==> config.mk <==
export PLATFORM = sky130hd
export DESIGN_NAME = cache_tag_ctrl
export DESIGN_NICKNAME = d
export VERILOG_FILES = /design/src/rtl/cache_tag_pkg.sv /design/src/rtl/cache_tag_match.sv /design/src/rtl/cache_victim_pick.sv /design/src/rtl/cache_tag_ctrl.sv
export SDC_FILE = /design/constraint.sdc
export NUM_CORES = 1
export LEC_CHECK = 0
export ABC_AREA = 0
export BUFFER_PORTS_ARGS = -buffer_cell sky130_fd_sc_hd__buf_4
export CELL_PAD_IN_SITES_DETAIL_PLACEMENT = 1
export CELL_PAD_IN_SITES_GLOBAL_PLACEMENT = 1
export CORE_AREA = 4 4 208 210
export DETAILED_ROUTE_END_ITERATION = 16
export DIE_AREA = 0 0 212 214
export HOLD_SLACK_MARGIN = 0.03
export PLACE_DENSITY = 0.7
export REMOVE_ABC_BUFFERS = 1
export SETUP_SLACK_MARGIN = 0.02
export SYNTH_ARGS = -nofsm -noshare
export SYNTH_HDL_FRONTEND = slang
export SYNTH_SLANG_ARGS = --single-unit
export TNS_END_PERCENT = 30
==> constraint.sdc <==
create_clock -name clk -period 5.06 [get_ports clk]
set_input_delay 0.759 -clock clk [delete_from_list [all_inputs] [get_ports clk]]
set_output_delay 0.759 -clock clk [all_outputs]
set_load 0.05 [all_outputs]
==> src/rtl/cache_tag_pkg.sv <==
package cache_tag_pkg;

    // Width needed to number n items, never less than one bit.
    function automatic int unsigned bits_for(input int unsigned n);
        return (n > 1) ? $clog2(n) : 1;
    endfunction

endpackage

==> src/rtl/cache_tag_match.sv <==
module cache_tag_match #(
    parameter int unsigned WAYS  = 2,
    parameter int unsigned TAG_W = 12,
    parameter int unsigned WAY_W = cache_tag_pkg::bits_for(WAYS)
) (
    input  logic [WAYS-1:0][TAG_W-1:0] way_tag,
    input  logic [WAYS-1:0]            way_valid,
    input  logic [TAG_W-1:0]           probe_tag,
    output logic [WAYS-1:0]            hit_vec,
    output logic                       any_hit,
    output logic [WAY_W-1:0]           hit_way
);

    // One comparator per way, all in parallel.
    for (genvar w = 0; w < WAYS; w++) begin : g_cmp
        assign hit_vec[w] = way_valid[w] && (way_tag[w] == probe_tag);
    end

    assign any_hit = |hit_vec;

    // Encode the matching way; the lowest index wins if ever several match.
    always_comb begin
        hit_way = '0;
        for (int w = WAYS - 1; w >= 0; w--) begin
            if (hit_vec[w]) hit_way = WAY_W'(w);
        end
    end

endmodule

==> src/rtl/cache_victim_pick.sv <==
module cache_victim_pick #(
    parameter int unsigned WAYS  = 2,
    parameter int unsigned TS_W  = 16,
    parameter int unsigned WAY_W = cache_tag_pkg::bits_for(WAYS)
) (
    input  logic [WAYS-1:0]           way_valid,
    input  logic [WAYS-1:0][TS_W-1:0] way_ts,
    output logic [WAY_W-1:0]          victim
);

    logic            empty_found;
    logic [TS_W-1:0] oldest;

    always_comb begin
        empty_found = 1'b0;
        victim      = '0;
        oldest      = way_ts[0];
        // An empty way beats every valid one; the lowest empty way is taken.
        for (int w = 0; w < WAYS; w++) begin
            if (!empty_found && !way_valid[w]) begin
                empty_found = 1'b1;
                victim      = WAY_W'(w);
            end
        end
        // Otherwise the oldest stamp; a strict compare keeps ties low.
        if (!empty_found) begin
            for (int w = 1; w < WAYS; w++) begin
                if (way_ts[w] < oldest) begin
                    oldest = way_ts[w];
                    victim = WAY_W'(w);
                end
            end
        end
    end

endmodule

==> src/rtl/cache_tag_ctrl.sv <==
module cache_tag_ctrl #(
    parameter int unsigned ADDR_W   = 16,
    parameter int unsigned OFFSET_W = 2,
    parameter int unsigned SETS     = 4,
    parameter int unsigned WAYS     = 2,
    parameter int unsigned TS_W     = 16,
    parameter int unsigned DATA_W   = 8,
    parameter int unsigned WAY_W    = cache_tag_pkg::bits_for(WAYS)
) (
    input  logic              clk,
    input  logic              rst_n,
    input  logic              req_valid,
    input  logic [ADDR_W-1:0] req_addr,
    input  logic              req_fill,
    input  logic [DATA_W-1:0] req_wdata,
    output logic              rsp_valid,
    output logic              rsp_hit,
    output logic [WAY_W-1:0]  rsp_way,
    output logic [WAY_W-1:0]  rsp_victim,
    output logic [DATA_W-1:0] rsp_data
);

    localparam int unsigned IDX_W  = (SETS > 1) ? $clog2(SETS) : 0;
    localparam int unsigned IDX_SZ = cache_tag_pkg::bits_for(SETS);
    localparam int unsigned TAG_W  = ADDR_W - OFFSET_W - IDX_W;

    typedef struct packed {
        logic [SETS-1:0][WAYS-1:0][TAG_W-1:0]  tag;
        logic [SETS-1:0][WAYS-1:0]             valid;
        logic [SETS-1:0][WAYS-1:0][TS_W-1:0]   ts;
        logic [SETS-1:0][WAYS-1:0][DATA_W-1:0] data;
        logic [TS_W-1:0]                       now;
        logic                                  rsp_valid;
        logic                                  rsp_hit;
        logic [WAY_W-1:0]                      rsp_way;
        logic [WAY_W-1:0]                      rsp_victim;
        logic [DATA_W-1:0]                     rsp_data;
    } ctrl_state_t;

    ctrl_state_t state_d, state_q;

    // Address fields.
    logic [IDX_SZ-1:0] set_idx;
    logic [TAG_W-1:0]  probe_tag;
    logic [OFFSET_W-1:0] unused_offset;

    assign probe_tag     = req_addr[ADDR_W-1 -: TAG_W];
    assign unused_offset = req_addr[OFFSET_W-1:0];

    if (SETS > 1) begin : g_indexed
        assign set_idx = req_addr[OFFSET_W +: IDX_SZ];
    end else begin : g_full_assoc
        assign set_idx = '0;
    end

    // Selected set.
    logic [WAYS-1:0][TAG_W-1:0]  set_tag;
    logic [WAYS-1:0]             set_valid;
    logic [WAYS-1:0][TS_W-1:0]   set_ts;
    logic [WAYS-1:0][DATA_W-1:0] set_data;

    assign set_tag   = state_q.tag[set_idx];
    assign set_valid = state_q.valid[set_idx];
    assign set_ts    = state_q.ts[set_idx];
    assign set_data  = state_q.data[set_idx];

    logic [WAYS-1:0]  hit_vec;
    logic             any_hit;
    logic [WAY_W-1:0] hit_way;
    logic [WAY_W-1:0] victim;

    cache_tag_match #(
        .WAYS  (WAYS),
        .TAG_W (TAG_W),
        .WAY_W (WAY_W)
    ) u_match (
        .way_tag   (set_tag),
        .way_valid (set_valid),
        .probe_tag (probe_tag),
        .hit_vec   (hit_vec),
        .any_hit   (any_hit),
        .hit_way   (hit_way)
    );

    cache_victim_pick #(
        .WAYS  (WAYS),
        .TS_W  (TS_W),
        .WAY_W (WAY_W)
    ) u_victim (
        .way_valid (set_valid),
        .way_ts    (set_ts),
        .victim    (victim)
    );

    // Next-state logic.
    always_comb begin
        state_d            = state_q;
        state_d.rsp_valid  = req_valid;
        state_d.rsp_hit    = 1'b0;
        state_d.rsp_way    = '0;
        state_d.rsp_victim = '0;
        state_d.rsp_data   = '0;
        if (req_valid) begin
            state_d.now        = state_q.now + TS_W'(1);
            state_d.rsp_hit    = any_hit;
            state_d.rsp_victim = victim;
            if (any_hit) begin
                state_d.rsp_way                   = hit_way;
                state_d.rsp_data                  = set_data[hit_way];
                state_d.ts[set_idx][hit_way]      = state_q.now;
            end else if (req_fill) begin
                state_d.tag[set_idx][victim]   = probe_tag;
                state_d.valid[set_idx][victim] = 1'b1;
                state_d.ts[set_idx][victim]    = state_q.now;
                state_d.data[set_idx][victim]  = req_wdata;
            end
        end
    end

    always_ff @(posedge clk) begin
        if (!rst_n) state_q <= '0;
        else        state_q <= state_d;
    end

    assign rsp_valid  = state_q.rsp_valid;
    assign rsp_hit    = state_q.rsp_hit;
    assign rsp_way    = state_q.rsp_way;
    assign rsp_victim = state_q.rsp_victim;
    assign rsp_data   = state_q.rsp_data;

    // Checks.
    p_single_match_r3: assert property (@(posedge clk) disable iff (!rst_n)
        req_valid |-> $onehot0(hit_vec));

    p_rsp_follows_req_r4: assert property (@(posedge clk) disable iff (!rst_n)
        req_valid |=> rsp_valid);

    p_idle_quiet_r4: assert property (@(posedge clk) disable iff (!rst_n)
        !req_valid |=> !rsp_valid);

    p_fill_lands_r6: assert property (@(posedge clk) disable iff (!rst_n)
        (req_valid && req_fill && !any_hit) |=>
            (state_q.valid[$past(set_idx)][$past(victim)] &&
             state_q.tag[$past(set_idx)][$past(victim)] == $past(probe_tag)));

    p_miss_keeps_lines_r7: assert property (@(posedge clk) disable iff (!rst_n)
        (req_valid && !req_fill && !any_hit) |=>
            ($stable(state_q.valid) && $stable(state_q.tag) && $stable(state_q.data)));

    p_empty_first_r8: assert property (@(posedge clk) disable iff (!rst_n)
        (req_valid && !(&set_valid)) |-> !set_valid[victim]);

    p_stamp_advances_r9: assert property (@(posedge clk) disable iff (!rst_n)
        req_valid |=> (state_q.now == TS_W'($past(state_q.now) + TS_W'(1))));

    p_hit_no_rewrite_r10: assert property (@(posedge clk) disable iff (!rst_n)
        (req_valid && any_hit) |=>
            ($stable(state_q.valid) && $stable(state_q.tag) && $stable(state_q.data)));

endmodule

# Word-level counts from Yosys, hierarchy flattened

Cells that the tools add are included.
Widths: inputs -> output; s select.

Register bits after elaboration: 324
Input bits: 28
Output and inout port bits: 12
Logic and storage cells: 102

Add/subtract/negate cells: 1
$lt $le $gt $ge: 7
Equality and inequality tests: 2
Muxes and demuxes: 43
Bitwise gates (word level): 2
Reductions and logical operators: 13

Operators by type and width:

| cell                  | count |
|---|---|
| $bwmux 128            | 2 |
| $mux 192              | 1 |
| $demux 32 s2          | 2 |
| $mux 128              | 1 |
| $bwmux 96             | 1 |
| $mux 32               | 3 |
| $bmux 32 s2           | 1 |
| $bwmux 64             | 1 |
| $mux 16               | 4 |
| $bmux 24 s2           | 1 |
| $demux 24 s2          | 1 |
| $mux 24               | 2 |
| $bmux 16 s2           | 1 |
| $demux 16 s1          | 2 |
| $demux 16 s2          | 1 |
| $eq 12x12->1          | 2 |
| $mux 8                | 3 |
| $add 16x1->16 const B | 1 |
| $lt 16x16->1          | 1 |
| $demux 12 s1          | 1 |
| $mux 12               | 1 |
| $demux 8 s1           | 1 |
| $mux 1                | 8 |
| $or 8x8->8            | 1 |
| other kinds (15)      | 25 |

# Longest topological paths before layout

Gate-level depths: netlist of the first run.

Word-level depth: 16
Mapped depth: 18
Gate-level depth less buffers: 10

# By module

A second synthesis of the first run with hierarchy kept.

Cell total of the unflattened synthesis: 1812
Area, all modules: 15482.3 um^2

By module, submodules not included:

| module            | instances | cells each | area each (um^2) | sequential area each (um^2) |
|---|---|---|---|---|
| cache_tag_ctrl    | 1         | 1720       | 14797.9          | 6486.2 |
| cache_victim_pick | 1         | 55         | 391.6            | 0.0 |
| cache_tag_match   | 1         | 37         | 292.8            | 0.0 |

# Worst setup path before layout of the first run

OpenSTA, ideal clock, no wires.

Path type: input -> register
From: input req_addr[2]
To: register state_q[129] (netlist name)
Library setup time: 128 ps
Arrival: 4841 ps
Required time: 4932 ps
Setup slack: 91 ps
Stages: 16
Path buffers: 7
Path through: buf_4 > buf_6 > buf_4 > buf_2 > buf_1 > buf_2 > mux4_2 > ha_1 > nand4_1 > a31oi_1 > o211ai_1 > a21oi_1 > nor3_2 > o311ai_1 > clkbuf_1 > o22ai_1

Cells in the longest elaborated chain, start to end: 16
Elaborated cells between the ends (all ways): 44
Those cells by class: 7 x order compare; 2 x eq/ne; 25 x mux; 10 x reduce/logical

RTL lines:

| what                                                  | line                  | text |
|---|---|---|
| start, declared                                       | cache_tag_ctrl.sv:13  | `input logic [ADDR_W-1:0] req_addr,` |
| branches (longest 16 deep; another with $lt 16x16->1) | --                    |  |
| end signal, assigned                                  | cache_tag_ctrl.sv:122 | `else state_q <= state_d;` |
| end, declared                                         | cache_tag_ctrl.sv:40  | `ctrl_state_t state_d, state_q;` |

Several ways; the timed one is not identified. The select of a mux whose other input is x is not followed.
A chain may end at the register's enable or synchronous reset.

# Worst setup path in the final report of the first run

From: input req_addr[2]
To: register state_q[113] (netlist name)

The elaborated chain is that of the path after synthesis.

==> key figures, run 1 <==
Status
  – Outcome: completed

Run
  – Max-capacitance violation count: 0

STA
  – Final period util: ~83%
  – Slew @ Worst Pin: a little over 1 ns
  – Fmax: around 240 MHz
  – # setup viols final: 0
  – Setup TNS: 0 ns
  – Slew Limit Headroom: between 30% and 40%
  – Hold Slack: around 0.45 ns
  – RSZ-0062 raised after global routing: no
  – Worst clock skew: roughly 0.015 ns
  – Final hold violation count: 0
  – Slew Limit Fails: 0
  – Final min period: 4.19 ns
  – Slack of the critical path: 0.869 ns

Placement
  – DP Wirelength: between 20000 and 30000 um
  – Port Buffers: 37
  – Final GP Congestion: between 0.7 and 0.8
  – Cells after DPL: approximately 2000
  – Pre-CTS WS: roughly 0.27 ns

Logic synthesis
  – Sequential area share after synthesis: between 40% and 50%
  – Number of synthesized flops with an enable pin: 0
  – Post-Syn Instances: 1488
  – Top_reg_cell synth: dfxtp_1
  – Synth area leaders: dfxtp_1, mux2i_1, mux4_2, nand2_1, o22ai_1
  – Largest area contributor in the netlist: dfxtp_1
  – Synth unique cells: 57
  – Synth Warn #: 0
  – Ys async rst share: 0%
  – Syn_area_per_cell: between 9 and 10 um2
  – Synth top area share: 45.1%
  – Yosys reg bits: between 300 and 400
  – Cell Area, Synth: 0.0144 mm2

Finish
  – Diode count: 0
  – Reg area: between 0.006 and 0.007 mm2
  – Multi-input gate area: between 0.007 and 0.008 mm2
  – Layout cells sized above 1: around 15%
  – Cell Count, Final, Fillers Out: around 2100
  – Nets@finish: 1546
  – Fillcell total: ~4700
  – Area growth, synth to finish: 14.7%

Die
  – Die area: approximately 0.045 mm2
  – I/O pin count: 40
  – Initial Util: between 30 and 40%
  – Chip height: between 200 and 250 um
  – Row count: 75
  – Core area: between 0.04 and 0.05 mm2
  – Die width: between 200 and 250 um

Power
  – Clock Power Share: between 40% and 50%
  – Comb power frac: 5.8%
  – Largest vdd supply drop: about 200 uV
  – Switching share of power: a little under a quarter
  – Internal: 4.21 mW
  – Reg power frac: 46.9%
  – Pwr dens: 334 mW/mm2
  – Net Switching: roughly 1.3 mW
  – P_leak: 5.62 nW

Drt
  – DRT antenna net count: 0
  – Wire per inst: 19.4 um
  – DR vias/cell: ~5.2
  – Post-Route WL: between 40000 and 50000 um
  – Vias: 10852
  – Metal3 WL: 1450 um
  – Routed wl met2: 19800 um
  – Wl on met1: 18300 um
  – Drt first pass iters: 4
  – Drt drc: 0
  – Initial drt markers: 614
  – Uppermost layer routed: met5

Clock network
  – Clock sink total: about 320
  – CTS tree: done
  – H-tree depth: 2
  – Skew-Pair Late Insertion Delay: 0.54 ns
  – Clock transition at path regs: around 0.060 ns
  – Total CTS buffers: 37
  – Post-CTS Hold Buffers: 0
  – Root Buffer: clkbuf_16
  – PostCTS Resize Cnt: 0
  – CTS max path bufs: 3
  – Post-CTS setup buffer count: 0

Setup path
  – CP required: between 5 and 6 ns
  – Slowest library cell on the worst path: o2111ai_2
  – Critical Path Start Type: primary input
  – FF-to-FF setup slack: approximately 1.7 ns
  – Critical-path cell list: buf_4, buf_4, mux4_2, xnor2_1, nand4_1, nor4b_4, o2111ai_2, o22ai_1
  – CP Max Fanout: 38
  – Type of the worst setup path: in -> reg
  – Crit path DAT: roughly 4.6 ns
  – Critical Path End Type: flop
  – CP max stage delay: ~0.64 ns
  – Most frequent CP cell: buf_4

GRT
  – First-pass GRT wire length: ~65000 um
  – Total Routing Usage GR: 17.5%
  – Initial antenna violation count: 1
  – Largest net degree at the start of global routing: 167
  – GRT overflow: 0
  – Vias in the first global route: between 10000 and 15000

Min path
  – Min-delay worst type: reg -> reg
cell usage in the layout (no fill, tap or decap), drive strengths merged, types with 13 or more instances in the layout:
cell and instances:
nand2 348, dfxtp 324, mux2i 183, o22ai 127
inv 90, buf 80, mux4 62, clkbuf 57
nor2 51, xnor2 21, a21oi 20, nand3 19
ha 16, xor2 14, nor3 13
synthesized netlist by cell type (11+ instances only):
master    number
nand2_1      348
buf_4         13
dfxtp_1      324
nor2_1        50
buf_2         40
inv_1         86
mux2i_1      183
xor2_1        14
clkbuf_1      46
a21oi_1       20
xnor2_1       21
ha_1          16
mux4_2        62
nand3_1       19
o22ai_1      127
nor3_1        12
nand4_1       11
sequential cells by signal, indices dropped and copies added (netlist names):
name / cells
rsp_victim: 1
rsp_hit: 1
rsp_way: 1
rsp_data: 8
state_q: 312
rsp_valid: 1
layout make-up:
type / count / area share [%]
Tap cell: 539 / 4.08
Clock inverter: 10 / 0.455
Inverter: 88 / 2.00
Clock buffer: 56 / 6.77
Multi-Input combinational cell: 970 / 43.3
Timing Repair Buffer: 81 / 4.10
Sequential cell: 324 / 39.3
per-layer routing:
metal / track usage [%] / up-vias
met1: 23.4 / 5449
met5: 0 / -
met2: 29.8 / 139
met3: 3.02 / 48
li1: - / 5214
met4: 3.50 / 2
cell families after synthesis:
| group | after synthesis | share of synthesized area, % |
|---|---|---|
| simple gates | 474 | 13.7 |
| mux | 248 | 22.7 |
| buf+inv | 194 | 5.85 |
| xor+xnor | 35 | 2.13 |
| fa+ha+maj | 16 | 1.39 |
| compound gates | 197 | 9.16 |
| flops | 324 | 45.1 |
metrics by stage:
stage / cell area (um2) / util [%] / power, mW
CTS: 16500 / 39.7 / 5.59
detailed placement: 15300 / 36.8 / 2.96
global placement: 15300 / 36.8 / 2.95
floorplan: 13900 / - / 2.78
global route: 16500 / 39.7 / 5.74
finish: 16500 / 39.7 / 5.51
power by group through the flow:
stage | sequential [mW] | combinational [mW] | clock [mW]
2_1_floorplan | 2.64 | 0.145 | 0
3_3_place_gp | 2.64 | 0.311 | 0
3_5_place_dp | 2.64 | 0.319 | 0
4_1_cts | 2.58 | 0.319 | 2.68
5_1_grt | 2.58 | 0.342 | 2.81
6_report | 2.58 | 0.317 | 2.61
final timing paths:
kind | cells past startpoint | from | end
hold / removal | 2 | state_q[111] | state_q[111]
setup / recovery | 8 | req_addr[2] | state_q[113]
setup reg to reg | 10 | state_q[211] | state_q[140]
hold reg to reg | 2 | state_q[111] | state_q[111]
critical path: cells and delay by family:
kind / cells / cell delay [ns]
buffers and inverters: 2 / 1.06
xor gates and xnor gates: 1 / 0.35
AOI/OAI and AO/OA: 2 / 1.04
and+or+nand+nor: 2 / 0.80
muxes: 1 / 0.58
No activity file was read; power rests on OpenSTA's default activity.
==> run 2, diff against run 1 <==
==> constraint.sdc (replaced) <==
create_clock -name clk -period 3.75 [get_ports clk]
set_input_delay 0.5625 -clock clk [delete_from_list [all_inputs] [get_ports clk]]
set_output_delay 0.5625 -clock clk [all_outputs]
set_load 0.05 [all_outputs]
==> run 2 against run 1 <==
Compared with the run above: sequential power up 35%; cell count up 1.7%; sequential share of layout area down 1.2 points; largest cell class unchanged; routed wire length up 0.82%; die area unchanged; first-iteration DRC count down 13%; clock skew up 0.0053 ns; worst hold slack better by 0.0030 ns; via count up 1.1%; total power up 34%.
==> key figures, run 2 (same netlist as run 1, synthesis figures left out) <==
Finish
  – Diode count: 0 (unchanged)
  – Commonest cells after routing, fill and taps aside: nand2_1, dfxtp_1, mux2i_1 (unchanged)
  – Area growth, synth to finish: 18.3% (was 14.7%)
  – Fillcell total: 4712 (was 4718)
  – Max reg flops: 312 (unchanged)
  – Layout cells sized above 1: 17.1% (was 15.2%)
  – Cell Count, Final, Fillers Out: 2104 (was 2068)
  – Fin area: 0.0170 mm2 (was 0.0165 mm2)
  – Biggest register: state_q (unchanged)
  – Most common library cell in the layout ignoring fill and taps: nand2_1 (unchanged)
  – Nets@finish: 1584 (was 1546)

STA
  – Final period util: 93.3%
  – Fmax: 286 MHz
  – Slew Limit Headroom: 51.3% (was 31.5%)
  – Slew @ Worst Pin: 0.727 ns (was 1.03 ns)
  – # setup viols final: 0 (unchanged)
  – Final hold violation count: 0 (unchanged)
  – Worst clock skew: 0.0205 ns (was 0.0152 ns)
  – Slew Limit Fails: 0 (unchanged)
  – Final min period: 3.50 ns
  – RSZ-0062 raised after global routing: no (unchanged)

Min path
  – Hold Crit Start: state_q[144] (was state_q[111])
  – Min-delay worst type: reg -> reg (unchanged)
  – Worst Hold Path EP: state_q[144] (was state_q[111])
  – Worst hold stages: 2 (unchanged)

Die
  – Die area: 0.0454 mm2 (unchanged)
  – Die width: 212 um (unchanged)
  – Row count: 75 (unchanged)
  – Chip height: 214 um (unchanged)
  – Core area: 0.0416 mm2 (unchanged)
  – I/O pin count: 40 (unchanged)
  – Initial Util: 34.6% (unchanged)

Placement
  – Port Buffers: 37 (unchanged)
  – DP Area: 0.0159 mm2 (was 0.0153 mm2)
  – Cells after DPL: 2041 (was 2002)
  – Final GP Congestion: 0.785 (was 0.793)
  – DP Wirelength: 26600 um (was 25200 um)

Power
  – Clock Power Share: 46.6% (was 47.4%)
  – Net Switching: 1.73 mW (was 1.30 mW)
  – P_leak: 5.87 nW (was 5.62 nW)
  – Largest vdd supply drop: 300 uV (was 204 uV)
  – Comb power frac: 6.3% (was 5.8%)
  – Power Total: 7.39 mW (was 5.51 mW)
  – Internal: 5.66 mW (was 4.21 mW)
  – Switching share of power: 23.4% (was 23.6%)
  – Reg power frac: 47.2% (was 46.9%)
  – Pwr dens: 434 mW/mm2 (was 334 mW/mm2)

Setup path
  – Slowest library cell on the worst path: nor3_2 (was o2111ai_2)
  – Reg2Reg Capture Point: state_q[192] (was state_q[140])
  – FF-to-FF setup slack: 0.38 ns (was 1.66 ns)
  – Type of the worst setup path: in -> reg (unchanged)
  – CP max stage delay: 0.61 ns (was 0.64 ns)
  – Crit path DAT: 3.89 ns (was 4.62 ns)
  – Most frequent CP cell: buf_12 (was buf_4)
  – R2R depth: 13 (was 10)
  – CP Max Fanout: 51 (was 38)
  – Reg2reg start: state_q[193] (was state_q[211])
  – Critical Path Start Type: primary input (unchanged)
  – Critical Path End Type: flop (unchanged)
  – Critical-path cell list: buf_4, buf_12, buf_12, mux4_2, inv_1, ha_1, a21oi_1, o21ai_0, a21oi_1, nor2b_1, nor3_2, buf_4, o31a_2, buf_12, o22ai_1 (was buf_4, buf_4, mux4_2, xnor2_1, nand4_1, nor4b_4, o2111ai_2, o22ai_1)
  – CP required: 4.14 ns (was 5.49 ns)

Clock network
  – CTS max path bufs: 3 (unchanged)
  – Clock transition at path regs: 0.07 ns (was 0.06 ns)
  – Clock sink total: 324 (unchanged)
  – CTS tree: done (unchanged)
  – Root Buffer: clkbuf_16 (unchanged)
  – PostCTS Resize Cnt: 0 (unchanged)
  – Post-CTS Hold Buffers: 0 (unchanged)
  – Skew-Pair Late Insertion Delay: 0.52 ns (was 0.54 ns)
  – H-tree depth: 2 (unchanged)
  – Total CTS buffers: 36 (was 37)
  – Post-CTS setup buffer count: 0 (unchanged)

Drt
  – Wire per inst: 19.2 um (was 19.4 um)
  – Drt drc: 0 (unchanged)
  – Post-Route WL: 40400 um (was 40100 um)
  – Metal3 WL: 1030 um (was 1450 um)
  – Wl on met1: 18100 um (was 18300 um)
  – Initial drt markers: 537 (was 614)
  – Drt first pass iters: 4 (unchanged)
  – DR vias/cell: 5.21 (was 5.25)
  – Uppermost layer routed: met5 (unchanged)
  – Routed wl met2: 20800 um (was 19800 um)
  – DRT antenna net count: 0 (unchanged)
  – Vias: 10972 (was 10852)

GRT
  – Vias in the first global route: 11749 (was 11787)
  – Largest net degree at the start of global routing: 143 (was 167)
  – GRT overflow: 0 (unchanged)
  – First-pass GRT wire length: 65100 um (was 64800 um)
  – Total Routing Usage GR: 17.6% (was 17.5%)
  – Initial antenna violation count: 1 (unchanged)

Run
  – Max-capacitance violation count: 0 (unchanged)

Status
  – Outcome: completed (unchanged)
==> run 2: cell types whose count changed in the layout (fill, tap and decap cells not counted), sizes merged <==
| cell | change |
|---|---|
| buf | +39 |
| clkbuf | -4 |
| inv | -2 |
| clkinv | +2 |
| bufinv | +1 |
==> run 2: layer usage <==
metal / GRT usage [%] / vias to the layer above
li1: - / 5295
met1: 22.9 / 5531
met2: 31.2 / 98
met3: 2.59 / 46
met4: 3.22 / 2
met5: 0 / -
==> run 2: final cells by class <==
class	instances	area, um2	area share [%]
multi-input cells	970	7130	41.9
repair buffers	120	1260	7.38
flip-flops and latches	324	6490	38.1
clock buffers	52	1050	6.17
clock inverters	11	97.6	0.573
well taps	539	674	3.96
inverters	88	330	1.94
==> run 2: how the worst max path moves through the flow <==
stage                      from            to  slack (ns)
detailed placement  req_addr[2]  state_q[125]       -0.26
finish              req_addr[2]  state_q[192]        0.25
CTS                 req_addr[2]  state_q[192]        0.26
global placement    req_addr[2]  state_q[288]       -0.22
floorplan           req_addr[2]  state_q[264]       -0.98
global route        req_addr[2]  state_q[311]        0.03
==> run 2: metrics by stage <==
step / hold WS, ns / setup WS [ns] / setup TNS [ns] / utilization, %
5_1_grt: 0.473 / 0.0349 / 0 / 41.0
4_1_cts: 0.459 / 0.257 / 0 / 41.0
3_3_place_gp: 0.439 / -0.219 / -31.85 / 38.2
6_report: 0.456 / 0.251 / 0 / 41.0
2_1_floorplan: 0.430 / -0.981 / -145.65 / -
3_5_place_dp: 0.447 / -0.264 / -49.34 / 38.2
==> run 2: worst max-delay path, delay by kind of cell <==
family,cells,cell delay (ns)
AOI/OAI and AO/OA,5,0.70
adders and majority gates,1,0.25
muxes,1,0.51
buffers and inverters,6,1.07
and+or+nand+nor,2,0.72
==> run 2: power by group through the flow <==
stage | clock network (mW) | logic (mW) | registers [mW]
2_1_floorplan | 0 | 0.196 | 3.56
3_3_place_gp | 0 | 0.457 | 3.56
3_5_place_dp | 0 | 0.465 | 3.56
4_1_cts | 3.53 | 0.468 | 3.48
5_1_grt | 3.69 | 0.499 | 3.48
6_report | 3.44 | 0.463 | 3.48
==> run 3, diff against run 2 <==
--- a/config.mk
+++ b/config.mk
@@ -9,9 +9,10 @@
 export BUFFER_PORTS_ARGS = -buffer_cell sky130_fd_sc_hd__buf_4
 export CELL_PAD_IN_SITES_DETAIL_PLACEMENT = 1
 export CELL_PAD_IN_SITES_GLOBAL_PLACEMENT = 1
-export CORE_AREA = 4 4 208 210
+export CORE_AREA = 2 2 206 208
+export CTS_BUF_LIST = sky130_fd_sc_hd__clkbuf_4
 export DETAILED_ROUTE_END_ITERATION = 16
-export DIE_AREA = 0 0 212 214
+export DIE_AREA = 0 0 208 210
 export HOLD_SLACK_MARGIN = 0.03
 export PLACE_DENSITY = 0.7
 export REMOVE_ABC_BUFFERS = 1
==> run 3 against run 2 <==
Compared with the run above: combinational power rose by 0.9%; worst hold slack worse by 0.24 ns; register-to-register slack worse by 0.06 ns; critical path depth down 4; sequential cell count unchanged; sequential share of layout area up 0.056 points; routed wire length grew 1.9%; non-clock buffer count decreased by 6; global-route usage is 1.5 points higher.
==> key figures, run 3 (same netlist as run 1, synthesis figures left out) <==
STA
  – Worst clock skew: 0.0821 ns (was 0.0205 ns)
  – Final min period: 3.43 ns (was 3.50 ns)
  – Slew Limit Headroom: 60.3% (was 51.3%)
  – Slew @ Worst Pin: 0.596 ns (was 0.727 ns)
  – Final period util: 91.4% (was 93.3%)
  – Final hold violation count: 0 (unchanged)
  – Slew Limit Fails: 0 (unchanged)
  – RSZ-0062 raised after global routing: no (unchanged)
  – Fmax: 292 MHz (was 286 MHz)
  – # setup viols final: 0 (unchanged)

Clock network
  – H-tree depth: 3 (was 2)
  – Clock sink total: 324 (unchanged)
  – Post-CTS setup buffer count: 0 (unchanged)
  – Total CTS buffers: 86 (was 36)
  – Clock transition at path regs: 0.08 ns (was 0.07 ns)
  – CTS max path bufs: 3 (unchanged)
  – Post-CTS Hold Buffers: 0 (unchanged)
  – PostCTS Resize Cnt: 0 (unchanged)
  – Skew-Pair Late Insertion Delay: 0.84 ns (was 0.52 ns)
  – Root Buffer: clkbuf_4 (was clkbuf_16)
  – CTS tree: done (unchanged)

GRT
  – First-pass GRT wire length: 66100 um (was 65100 um)
  – Vias in the first global route: 12438 (was 11749)
  – Initial antenna violation count: 2 (was 1)
  – GRT overflow: 0 (unchanged)
  – Total Routing Usage GR: 19.1% (was 17.6%)
  – Largest net degree at the start of global routing: 122 (was 143)

Power
  – Power Total: 7.16 mW (was 7.39 mW)
  – P_leak: 5.95 nW (was 5.87 nW)
  – Largest vdd supply drop: 275 uV (was 300 uV)
  – Pwr dens: 421 mW/mm2 (was 434 mW/mm2)

Status
  – Outcome: completed (unchanged)

Placement
  – DP Wirelength: 26700 um (was 26600 um)
  – Port Buffers: 37 (unchanged)
  – DP Area: 0.0159 mm2 (about the same)
  – Final GP Congestion: 0.781 (was 0.785)

Die
  – I/O pin count: 40 (unchanged)
  – Core area: 0.0415 mm2 (was 0.0416 mm2)
  – Die width: 208 um (was 212 um)
  – Chip height: 210 um (was 214 um)
  – Initial Util: 34.7% (was 34.6%)
  – Row count: 75 (unchanged)
  – Die area: 0.0437 mm2 (was 0.0454 mm2)

Finish
  – Biggest register: state_q (unchanged)
  – Max reg flops: 312 (unchanged)
  – Layout cells sized above 1: 20.9% (was 17.1%)
  – Most common library cell in the layout ignoring fill and taps: nand2_1 (unchanged)
  – Nets@finish: 1628 (was 1584)
  – Commonest cells after routing, fill and taps aside: nand2_1, dfxtp_1, mux2i_1 (unchanged)
  – Reg area: 0.00649 mm2 (unchanged)
  – Fin area: 0.0170 mm2 (about the same)
  – Multi-input gate area: 0.00713 mm2 (unchanged)
  – Area growth, synth to finish: 18.1% (was 18.3%)
  – Fillcell total: 4782 (was 4712)

Run
  – Max-capacitance violation count: 0 (unchanged)

Drt
  – DR vias/cell: 5.17 (was 5.21)
  – Post-Route WL: 41200 um (was 40400 um)
  – DRT antenna net count: 0 (unchanged)
  – Wire per inst: 18.8 um (was 19.2 um)
  – Drt drc: 0 (unchanged)
  – Vias: 11317 (was 10972)
  – Drt first pass iters: 4 (unchanged)
  – Initial drt markers: 473 (was 537)

Min path
  – Min-delay worst type: in -> reg (was reg -> reg)

Setup path
  – CP required: 4.44 ns (was 4.14 ns)
  – CP Max Fanout: 14 (was 51)
  – Crit path DAT: 4.12 ns (was 3.89 ns)
  – Type of the worst setup path: reg -> reg (was in -> reg)
  – Critical Path Start Type: flop (was primary input)
  – Critical Path End Type: flop (unchanged)
run 3: cell types whose count changed in the layout (fill, tap and decap cells not counted), sizes merged:
cell,previous run,this run
buf,119,113
bufinv,1,2
clkbuf,53,131
clkinv,9,18
clkinvlp,1,2
diode,0,2
inv,88,89
run 3: metrics by stage:
stage | TNS (ns) | util (%) | setup WS [ns] | hold slack, ns | cells
2_1_floorplan | -145.65 | - | -0.981 | 0.430 | 1382
3_3_place_gp | -37.30 | 38.3 | -0.265 | 0.438 | 2035
3_5_place_dp | -49.32 | 38.3 | -0.388 | 0.447 | 2035
4_1_cts | 0 | 41.0 | 0.319 | 0.131 | 2188
5_1_grt | 0 | 41.0 | 0.183 | 0.173 | 2189
6_report | 0 | 41.0 | 0.322 | 0.218 | 2190
run 3: critical path, cell delays in order, from the launching register on:
cell and delay [ns]:
dfxtp_1 0.32, mux4_2 0.45, inv_1 0.10, ha_1 0.25, a211oi_1 0.22, nor2_1 0.07, nor3_1 0.32, a21oi_1 0.23
or3_1 0.48, nor3_2 0.43, buf_12 0.24, mux2i_1 0.22
run 3: final timing paths:
kind / endpoint / slack, ns / depth (start not counted) / from
worst min-delay path: state_q[310] / 0.22 / 3 / req_addr[14]
worst max-delay path: state_q[56] / 0.32 / 11 / state_q[193]
worst min register to register: state_q[153] / 0.46 / 2 / state_q[153]
worst max register to register: state_q[56] / 0.32 / 11 / state_q[193]
run 3: final cells by class:
type	count	area share [%]
timing repair buffer	114	7.35
clock inverter	23	0.883
multi-input combinational	970	41.9
antenna	2	0.0294
tap	539	3.97
inverter	88	1.94
clock buffer	130	5.74
sequential	324	38.1
run 3: report_power, final:
| part | leakage [nW] | switching, mW | internal, mW |
|---|---|---|---|
| Sequential | 2.61 | 0.0153 | 3.47 |
| Clock | 0.669 | 1.50 | 1.72 |
| Combinational | 2.67 | 0.292 | 0.175 |
| Total | 5.95 | 1.80 | 5.36 |
run 3: layer usage:
layer  vias to the layer above  global-route usage, %  share of wire (%)
met4                         0                   6.90                2.0
met2                       173                   33.3                 51
met5                         -                      0                  0
met3                        63                   4.17                3.5
li1                       5439                      -                  -
met1                      5642                   23.1                 44
